$ cat src/rtl/tcam_pkg.sv
package tcam_pkg;
  // strobes from control to datapath for one cycle
  typedef struct packed {
    logic doWrite;   // update the selected entry
    logic setValid;  // 1 = program, 0 = invalidate
    logic doSearch;  // capture the compare results
  } tcamStrobe_t;
endpackage

$ cat src/rtl/tcam_ctrl.sv
module tcam_ctrl
  import tcam_pkg::*;
#(
  parameter int ENTRIES = 8,
  localparam int IDX_W = $clog2(ENTRIES)
) (
  input  logic               clk,
  input  logic               rst_n,
  input  logic               wrEn,
  input  logic [IDX_W-1:0]   wrIdx,
  input  logic               wrValid,
  input  logic               srchEn,
  output tcamStrobe_t        strobe,
  output logic [ENTRIES-1:0] rowSel,
  output logic               resultValid
);
  always_comb begin
    strobe.doWrite  = wrEn;
    strobe.setValid = wrValid;
    strobe.doSearch = srchEn;
  end

  // one-hot row select; an index past the last entry selects nothing
  for (genvar i = 0; i < ENTRIES; i++) begin : g_sel
    assign rowSel[i] = wrEn && (wrIdx == IDX_W'(i));
  end

  always_ff @(posedge clk) begin
    if (!rst_n) resultValid <= 1'b0;
    else        resultValid <= srchEn;
  end
endmodule

$ cat src/rtl/tcam_datapath.sv
module tcam_datapath
  import tcam_pkg::*;
#(
  parameter int ENTRIES = 8,
  parameter int KEY_W   = 8,
  localparam int IDX_W  = $clog2(ENTRIES)
) (
  input  logic               clk,
  input  logic               rst_n,
  input  tcamStrobe_t        strobe,
  input  logic [ENTRIES-1:0] rowSel,
  input  logic [KEY_W-1:0]   wrValue,
  input  logic [KEY_W-1:0]   wrCare,
  input  logic [KEY_W-1:0]   srchKey,
  output logic [ENTRIES-1:0] hitVec,
  output logic               hitAny,
  output logic [IDX_W-1:0]   hitIdx
);
  logic [ENTRIES-1:0] matchNow;
  logic [IDX_W-1:0]   firstIdx;

  for (genvar i = 0; i < ENTRIES; i++) begin : g_row
    logic [KEY_W-1:0] rowValue;
    logic [KEY_W-1:0] rowCare;
    logic             rowOk;

    always_ff @(posedge clk) begin
      if (!rst_n) begin
        rowValue <= '0;
        rowCare  <= '0;
        rowOk    <= 1'b0;
      end else if (strobe.doWrite && rowSel[i]) begin
        rowOk <= strobe.setValid;
        if (strobe.setValid) begin
          rowValue <= wrValue & wrCare;
          rowCare  <= wrCare;
        end
      end
    end

    // compares against the contents held before this edge
    assign matchNow[i] = rowOk && ((srchKey & rowCare) == rowValue);
  end

  // lowest set bit wins; scan from the top so lower indices override
  always_comb begin
    firstIdx = '0;
    for (int i = ENTRIES - 1; i >= 0; i--) begin
      if (matchNow[i]) firstIdx = IDX_W'(i);
    end
  end

  always_ff @(posedge clk) begin
    if (!rst_n) begin
      hitVec <= '0;
      hitAny <= 1'b0;
      hitIdx <= '0;
    end else if (strobe.doSearch) begin
      hitVec <= matchNow;
      hitAny <= |matchNow;
      hitIdx <= firstIdx;
    end
  end
endmodule

$ cat src/rtl/tcam_match_array.sv
module tcam_match_array
  import tcam_pkg::*;
#(
  parameter int ENTRIES = 8,
  parameter int KEY_W   = 8,
  localparam int IDX_W  = $clog2(ENTRIES)
) (
  input  logic               clk,
  input  logic               rst_n,
  input  logic               wrEn,
  input  logic [IDX_W-1:0]   wrIdx,
  input  logic               wrValid,
  input  logic [KEY_W-1:0]   wrValue,
  input  logic [KEY_W-1:0]   wrCare,
  input  logic               srchEn,
  input  logic [KEY_W-1:0]   srchKey,
  output logic [ENTRIES-1:0] hitVec,
  output logic               hitAny,
  output logic [IDX_W-1:0]   hitIdx,
  output logic               resultValid
);
  tcamStrobe_t        strobe;
  logic [ENTRIES-1:0] rowSel;

  tcam_ctrl #(.ENTRIES(ENTRIES)) uCtrl (
    .clk(clk), .rst_n(rst_n), .wrEn(wrEn), .wrIdx(wrIdx),
    .wrValid(wrValid), .srchEn(srchEn), .strobe(strobe),
    .rowSel(rowSel), .resultValid(resultValid)
  );

  tcam_datapath #(.ENTRIES(ENTRIES), .KEY_W(KEY_W)) uData (
    .clk(clk), .rst_n(rst_n), .strobe(strobe), .rowSel(rowSel),
    .wrValue(wrValue), .wrCare(wrCare), .srchKey(srchKey),
    .hitVec(hitVec), .hitAny(hitAny), .hitIdx(hitIdx)
  );
endmodule

$ cat config.mk
export PLATFORM = sky130hd
export DESIGN_NAME = tcam_match_array
export DESIGN_NICKNAME = d
export VERILOG_FILES = /design/src/rtl/tcam_pkg.sv /design/src/rtl/tcam_ctrl.sv /design/src/rtl/tcam_datapath.sv /design/src/rtl/tcam_match_array.sv
export SDC_FILE = /design/constraint.sdc
export NUM_CORES = 1
export LEC_CHECK = 0
export ABC_AREA = 1
export BUFFER_PORTS_ARGS = -buffer_cell sky130_fd_sc_hd__buf_2
export CORE_MARGIN = 2
export CORE_UTILIZATION = 55
export CTS_BUF_LIST = sky130_fd_sc_hd__clkbuf_16
export CTS_CLUSTER_DIAMETER = 30
export CTS_CLUSTER_SIZE = 40
export DETAILED_ROUTE_END_ITERATION = 12
export PLACE_DENSITY = 0.76
export SETUP_SLACK_MARGIN = 0.05
export SYNTH_ARGS = -nofsm -noshare
export SYNTH_HDL_FRONTEND = slang
export SYNTH_HIERARCHICAL = 1
export SYNTH_SLANG_ARGS = --single-unit
$ cat constraint.sdc
create_clock -name clk -period 1.5 [get_ports clk]
set_input_delay 0.075 -clock clk [delete_from_list [all_inputs] [get_ports clk]]
set_output_delay 0.075 -clock clk [all_outputs]
set_load 0.01 [all_outputs]
==> reports/results.ini, run 1 <==
[run_status]
status = finished, violations left
violations = setup timing

[detailed_routing]
vias = 6047
dr.pass1.iters = 7
drtIter0Drc = 648
wl_per_cell_um = 16.3
drtAntennaViolNets = 0
route.met3.wl_um = 1380
top_layer_used = met5
met1_length_um = 8410
drt_wl_total_um = 18400
wl_met2_um = 8350
drc = 0
via_per_inst = 5.36

[floorplanning]
start_util = 0.558
core_sq_um = 11900
die_h_um = 114
io-pin-count = 45
die_x_um = 114
dieArea_sq_um = 13000
rows = 40

[synthesis]
ys_seq_area_frac = 0.449
netlist_top_cells_count = a21oi_1, dfxtp_1, inv_1, o21ai_0, nand2_1
ys_async_sr_fraction = 0
ys_warn_count = 6
ys_ff_latch = 149
synth_ff_type = dfxtp_1
syn_nets = 951
avgSynthCellArea_sq_um = 7.23
synthTopCellsByArea = dfxtp_1, a21oi_1, o21ai_0
synth_edf_count = 0
yosysMostFrequentCell = a21oi_1
synth_cell_types = 33
yosysTopAreaCellShare = 0.449
synth_area_sq_um = 6640
synth_top_area_cell = dfxtp_1
synthCells = 919

[timing]
worst_slack_ns = -0.0315
setup_viol = 1
worst_pin_slew_ns = 0.662
finalHoldViolCount = 0
fin_setup_tns_ns = -0.0315
holdWs_ns = 0.0221
timing.slew.headroom = 0.558
report.final.slew_viol_count = 0
finClkSkew_ns = 0.00496
finalCriticalPeriod_ns = 1.53
min_period_over_period = 1.02
max_freq_mhz = 653
rsz0062_at_grt = yes

[worst_setup_path]
crit_buf_inv = 1
cpMostUsedCell = nand2_1
cp_top_family = simple AND/OR/NAND/NOR gates
reg2reg_to = uData/hitIdx[0]$_SDFFE_PN0P_
r2r_cells = 12
rr_startpoint = uData/g_row[4].rowCare[4]$_SDFFE_PN0P_
r2r_slack_ns = -0.03
crit_required_ns = 1.78
crit_chain = nand2_2 -> xor2_2 -> buf_4 -> nand3_2 -> nor3_2 -> nand3_2 -> nand2_1 -> nand2_1 -> nand2_1 -> nand2_1 -> nand2_1 -> a21oi_2
crit_arrival_ns = 1.81
max_stage_delay_ns = 0.33
crit_fanout = 4
cp-end-kind = register
crit_type = register to register
critPathSlowestCell = dfxtp_2
crit_path_start_kind = register

[power_and_ir_drop]
finalPower_mw = 8.63
p_leak_nw = 2.96
p_per_area_nw_per_um2 = 1100
ir_worst_vdd_mv = 0.921

[cts]
cts_inserted_buffers = 17
cts_num_sinks = 149
clkLatencyLatePin_ns = 0.42
htree_num_levels = 4
cts_root_buffer = clkbuf_16
clkSlewWorstSetupHoldPaths_ns = 0.06
tritoncts = built
clockBufferDepth = 2

[final_layout]
instances_no_fill = 1129
final_core_util = 0.657
finalNetCount = 1003
num-fill-cells = 1026
finalInstanceArea_sq_um = 7830
n_antenna_cell = 0
area_growth_pct = 17.8
drive_gt1_frac = 0.163

[placement]
hpwl_um = 12400
post-place-ws_ns = -0.0298
placed_cells = 1090
portBuffers = 44
gp_routability_congestion = 0.911
placed_cell_area_sq_um = 7060

[global_route]
grt_use_total = 0.296
gr-total-overflow = 0
grt_pass1_vias = 5541
grt_max_degree = 84
grt_first_pass_wirelength_um = 29100
antenna_found_initial = 2

[job]
cap_viol_max_count = 0

[worst_hold_path]
hp-class = input port to register
hold_start = srchEn
min_to = uCtrl/resultValid$_SDFF_PN0_
whs_path_depth = 3

## worst reg2reg max path, cell delays in order (launching register included)
cell	delay [ns]
dfxtp_2	0.33
nand2_2	0.06
xor2_2	0.17
buf_4	0.14
nand3_2	0.07
nor3_2	0.13
nand3_2	0.12
nand2_1	0.08
nand2_1	0.05
nand2_1	0.06
nand2_1	0.06
nand2_1	0.08
a21oi_2	0.05
## power breakdown
| group | switching, mW | internal (mW) |
|---|---|---|
| Combinational | 0.390 | 0.198 |
| Sequential | 0.0328 | 4.02 |
| Clock | 1.60 | 2.39 |
## how the worst max path moves through the flow
stage,startpoint,to,slack [ns],depth (start not counted)
3_3_place_gp,srchKey[2],uData/hitIdx[0]$_SDFFE_PN0P_,-0.005,12
2_1_floorplan,uData/g_row[5].rowCare[1]$_SDFFE_PN0P_,uData/hitIdx[0]$_SDFFE_PN0P_,0.24,12
4_1_cts,uData/g_row[4].rowCare[4]$_SDFFE_PN0P_,uData/hitIdx[0]$_SDFFE_PN0P_,-0.05,12
3_5_place_dp,srchKey[1],uData/hitIdx[2]$_SDFFE_PN0P_,-0.03,10
6_report,uData/g_row[4].rowCare[4]$_SDFFE_PN0P_,uData/hitIdx[0]$_SDFFE_PN0P_,-0.03,12
5_1_grt,uData/g_row[4].rowCare[4]$_SDFFE_PN0P_,uData/hitIdx[0]$_SDFFE_PN0P_,-0.09,12
## kinds of logic (layout without fill, tap and decap cells)
| kind of cell | Yosys count | after routing | synth area share |
|---|---|---|---|
| xor+xnor | 24 | 24 | 0.0316 |
| buf+inv | 204 | 267 | 0.123 |
| flops | 149 | 149 | 0.449 |
| simple gates | 234 | 234 | 0.163 |
| compound gates | 308 | 308 | 0.234 |
## state kept, by name, indices dropped and copies added (netlist names)
signal                cells
uData/hitIdx              3
uData/hitVec              8
uCtrl/resultValid         1
uData/g_row.rowValue     64
uData/g_row.rowCare      64
uData/g_row.rowOk         8
uData/hitAny              1
## timing repair
item,CTS,global route
resized for setup,11,28
gates cloned,0,0
buffers inserted,1,1
endpoints found under the hold margin,7,0
pin swaps,6,5
setup endpoints to repair,3,7
hold buffers,7,0
## layout by cell type, fill, tap and decap left out, types with 2 or more instances in the layout
cell type	n
o21ai_0	138
inv_2	2
xor2_1	19
dlygate4sd3_1	7
inv_1	148
a21oi_2	2
nand2_1	122
o21ai_1	11
nand4_1	5
nand3_1	42
o21ai_2	2
nor3_1	9
dfxtp_2	11
buf_4	35
nand2_2	5
bufinv_16	2
nor3_2	4
nor2_1	23
dfxtp_1	138
clkinv_1	2
xor2_2	5
nor2_2	7
clkbuf_16	17
clkinv_2	6
a21oi_1	154
nand3_2	5
nor3b_2	2
buf_2	44
## routing by layer
layer / global-route usage / vias to the layer above
met4: 0.0951 / 2
met3: 0.0691 / 19
li1: - / 3068
met2: 0.460 / 200
met5: 0 / -
met1: 0.410 / 2758
## layout make-up
class | count | area, sq um | share of cell area
Clock buffer | 17 | 425 | 0.0544
Inverter | 150 | 568 | 0.0726
Multi-Input combinational cell | 566 | 2960 | 0.378
Timing Repair Buffer | 87 | 573 | 0.0732
Clock inverter | 13 | 118 | 0.0150
Tap cell | 147 | 184 | 0.0235
Sequential cell | 149 | 3000 | 0.383
Power figures use the tool's default switching activity.
==> run 2, diff against run 1 <==
--- a/config.mk
+++ b/config.mk
@@ -14,7 +14,7 @@
 export CTS_CLUSTER_SIZE = 40
 export DETAILED_ROUTE_END_ITERATION = 12
 export PLACE_DENSITY = 0.76
-export SETUP_SLACK_MARGIN = 0.05
+export SETUP_SLACK_MARGIN = 0.4
 export SYNTH_ARGS = -nofsm -noshare
 export SYNTH_HDL_FRONTEND = slang
 export SYNTH_HIERARCHICAL = 1
==> run 2 against run 1 <==
Effect of this change: the run still ends with setup timing left; fmax decreased by 2.5%; first-iteration DRC count decreased by 2.2%; combinational power increased by 15%; largest power group is now the clock network; largest cell class is now multi-input gates; critical endpoint unchanged; die area unchanged; highest routed layer is now met4; cell area increased by 6.9%; sequential cell count unchanged; wire length increased by 8.5%; register-to-register slack got worse by 0.04 ns; sequential share of layout area decreased by 2.1 points.
==> reports/results.ini, run 2 (synthesis gave the netlist of run 1 again) <==
[worst_hold_path]
min_to = uData/g_row[3].rowCare[0]$_SDFFE_PN0P_  ; was uCtrl/resultValid$_SDFF_PN0_
hold_start = wrCare[0]  ; was srchEn
hp-class = input port to register  ; unchanged
whs_path_depth = 3  ; unchanged

[timing]
worst_slack_ns = -0.0707  ; was -0.0315 ns
setup_viol = 1  ; unchanged
rsz0062_at_grt = yes  ; unchanged
finalHoldViolCount = 0  ; unchanged
worst_pin_slew_ns = 0.636  ; was 0.662 ns
fin_setup_tns_ns = -0.0707  ; was -0.0315 ns
report.final.slew_viol_count = 0  ; unchanged
min_period_over_period = 1.05  ; was 1.02
finClkSkew_ns = 0.00656  ; was 0.00496 ns
finalCriticalPeriod_ns = 1.57  ; was 1.53 ns
timing.slew.headroom = 0.575  ; was 0.558
max_freq_mhz = 637  ; was 653 MHz

[worst_setup_path]
cp-end-kind = register  ; unchanged
cpMostUsedCell = nand2_1  ; unchanged
rr_startpoint = uData/g_row[7].rowValue[2]$_SDFFE_PN0P_  ; was uData/g_row[4].rowCare[4]$_SDFFE_PN0P_
crit_arrival_ns = 1.93  ; was 1.81 ns
crit_type = register to register  ; unchanged
r2r_cells = 14  ; was 12
cp_top_family = simple AND/OR/NAND/NOR gates  ; unchanged
critPathSlowestCell = dfxtp_1  ; was dfxtp_2
crit_chain = inv_1 -> nand3_2 -> nand2_1 -> nor2_1 -> nand3_2 -> nor2_4 -> nand2_1 -> nand2_1 -> nand2_1 -> nand2_1 -> nand2_1 -> nand2_1 -> nand2_1 -> a21oi_2  ; was nand2_2 -> xor2_2 -> buf_4 -> nand3_2 -> nor3_2 -> nand3_2 -> nand2_1 -> nand2_1 -> nand2_1 -> nand2_1 -> nand2_1 -> a21oi_2
reg2reg_to = uData/hitIdx[0]$_SDFFE_PN0P_  ; unchanged
crit_fanout = 2  ; was 4
crit_required_ns = 1.86  ; was 1.78 ns
r2r_slack_ns = -0.07  ; was -0.03 ns
max_stage_delay_ns = 0.33  ; about the same
crit_buf_inv = 1  ; unchanged
crit_path_start_kind = register  ; unchanged

[global_route]
grt_first_pass_wirelength_um = 30400  ; was 29100 um
grt_use_total = 0.310  ; was 0.296
grt_pass1_vias = 5805  ; was 5541
antenna_found_initial = 2  ; unchanged
gr-total-overflow = 0  ; unchanged
grt_max_degree = 49  ; was 84

[floorplanning]
die_x_um = 114  ; unchanged
rows = 40  ; unchanged
io-pin-count = 45  ; unchanged
die_h_um = 114  ; unchanged
dieArea_sq_um = 13000  ; unchanged
core_sq_um = 11900  ; unchanged
start_util = 0.558  ; unchanged

[detailed_routing]
route.met3.wl_um = 1700  ; was 1380 um
dr.pass1.iters = 5  ; was 7
drtAntennaViolNets = 0  ; unchanged
met1_length_um = 8280  ; was 8410 um
wl_met2_um = 9250  ; was 8350 um
vias = 6425  ; was 6047
top_layer_used = met4  ; was met5
drc = 0  ; unchanged
via_per_inst = 5.57  ; was 5.36
wl_per_cell_um = 17.3  ; was 16.3 um
drtIter0Drc = 634  ; was 648
drt_wl_total_um = 20000  ; was 18400 um

[cts]
cts_inserted_buffers = 17  ; unchanged
clkLatencyLatePin_ns = 0.42  ; about the same
htree_num_levels = 4  ; unchanged
cts_num_sinks = 149  ; unchanged
clkSlewWorstSetupHoldPaths_ns = 0.06  ; about the same
cts_root_buffer = clkbuf_16  ; unchanged
tritoncts = built  ; unchanged
clockBufferDepth = 2  ; unchanged

[final_layout]
layout_common_cells = a21oi_1, inv_1, o21ai_0  ; was a21oi_1, inv_1, dfxtp_1, o21ai_0, nand2_1
final_common_cell = a21oi_1  ; unchanged
top_regs = uData/g_row.rowCare (64), uData/g_row.rowValue (64)  ; unchanged
num-fill-cells = 928  ; was 1026
drive_gt1_frac = 0.242  ; was 0.163
finalNetCount = 1024  ; was 1003
finalInstanceArea_sq_um = 8370  ; was 7830 sq um
area_growth_pct = 25.9  ; was 17.8%

[placement]
gp_routability_congestion = 0.858  ; was 0.911
hpwl_um = 12900  ; was 12400 um
placed_cell_area_sq_um = 7200  ; was 7060 sq um
portBuffers = 44  ; unchanged

[power_and_ir_drop]
ir_worst_vdd_mv = 1.01  ; was 0.921 mV
combPwrFrac = 0.070  ; was 0.068
p_sw_mw = 2.17  ; was 2.02 mW
finalPower_mw = 9.70  ; was 8.63 mW
p_per_area_nw_per_um2 = 1160  ; was 1100 nW/um^2
clockPowerShare = 0.512  ; was 0.462
p_int_mw = 7.53  ; was 6.61 mW
p_leak_nw = 3.18  ; was 2.96 nW
pwr-share-seq = 0.418  ; was 0.470
swShare = 0.224  ; was 0.234

[run_status]
violations = setup timing  ; unchanged
status = finished, violations left  ; unchanged

[job]
cap_viol_max_count = 0  ; unchanged

==> run 2: repair_timing <==
| action | in CTS | in global routing |
|---|---|---|
| endpoints found under the hold margin | 5 | 0 |
| hold buffers | 6 | 0 |
| resized for setup | 64 | 47 |
| setup buffers | 6 | 6 |
| pin swaps | 27 | 23 |
| setup endpoints to repair | 12 | 19 |
| cloned | 0 | 0 |
==> run 2: worst max-delay path by stage <==
stage	slack [ns]	to	depth (start not counted)	from
global route	-0.18	uData/hitIdx[0]$_SDFFE_PN0P_	14	uData/g_row[7].rowValue[2]$_SDFFE_PN0P_
finish	-0.07	uData/hitIdx[0]$_SDFFE_PN0P_	14	uData/g_row[7].rowValue[2]$_SDFFE_PN0P_
global placement	-0.11	uData/hitIdx[0]$_SDFFE_PN0P_	12	uData/g_row[4].rowCare[0]$_SDFFE_PN0P_
CTS	-0.03	uData/hitIdx[0]$_SDFFE_PN0P_	12	uData/g_row[4].rowCare[0]$_SDFFE_PN0P_
floorplan	0.28	uData/hitIdx[0]$_SDFFE_PN0P_	11	uData/g_row[5].rowCare[5]$_SDFFE_PN0P_
detailed placement	-0.12	uData/hitIdx[1]$_SDFFE_PN0P_	10	uData/g_row[5].rowCare[4]$_SDFFE_PN0P_
==> run 2: power groups by stage <==
stage / combinational [mW] / sequential, mW / clock [mW]
after floorplan: 0.337 / 4.14 / 0
after global placement: 0.591 / 4.14 / 0
after detailed placement: 0.599 / 4.14 / 0
after CTS: 0.642 / 4.05 / 4.98
after global routing: 0.733 / 4.06 / 5.17
final: 0.677 / 4.06 / 4.96
==> run 2: layout make-up <==
type                    count  area (sq um)  area share
multi-input cells         566          3090       0.370
flip-flops and latches    149          3030       0.362
repair buffers            108           803      0.0960
inverters                 150           572      0.0683
clock buffers              17           425      0.0508
clock inverters            15           258      0.0308
well taps                 147           184      0.0220
diodes                      2          5.00    0.000598
==> run 2: metal layers <==
metal,up-vias,global-route usage
met5,-,0
met4,0,0.133
met3,57,0.0834
met2,282,0.496
met1,2963,0.396
li1,3123,-
==> run 2: metrics by stage <==
step / cells / hold WS (ns) / setup slack [ns] / utilization
after floorplan: 919 / 0.168 / 0.278 / -
after global placement: 1102 / 0.357 / -0.113 / 0.604
after detailed placement: 1102 / 0.364 / -0.119 / 0.604
after CTS: 1146 / 0.0303 / -0.0283 / 0.686
after global routing: 1152 / 0.0502 / -0.179 / 0.702
final: 1154 / 0.0266 / -0.0707 / 0.702
==> run 2: worst reg2reg max path: cells and delay by family, from the launching register on <==
| kind | cells | cell delay, ns |
|---|---|---|
| and+or+nand+nor | 12 | 0.99 |
| DFF | 1 | 0.33 |
| AOI/OAI and AO/OA | 1 | 0.11 |
| buffers and inverters | 1 | 0.07 |
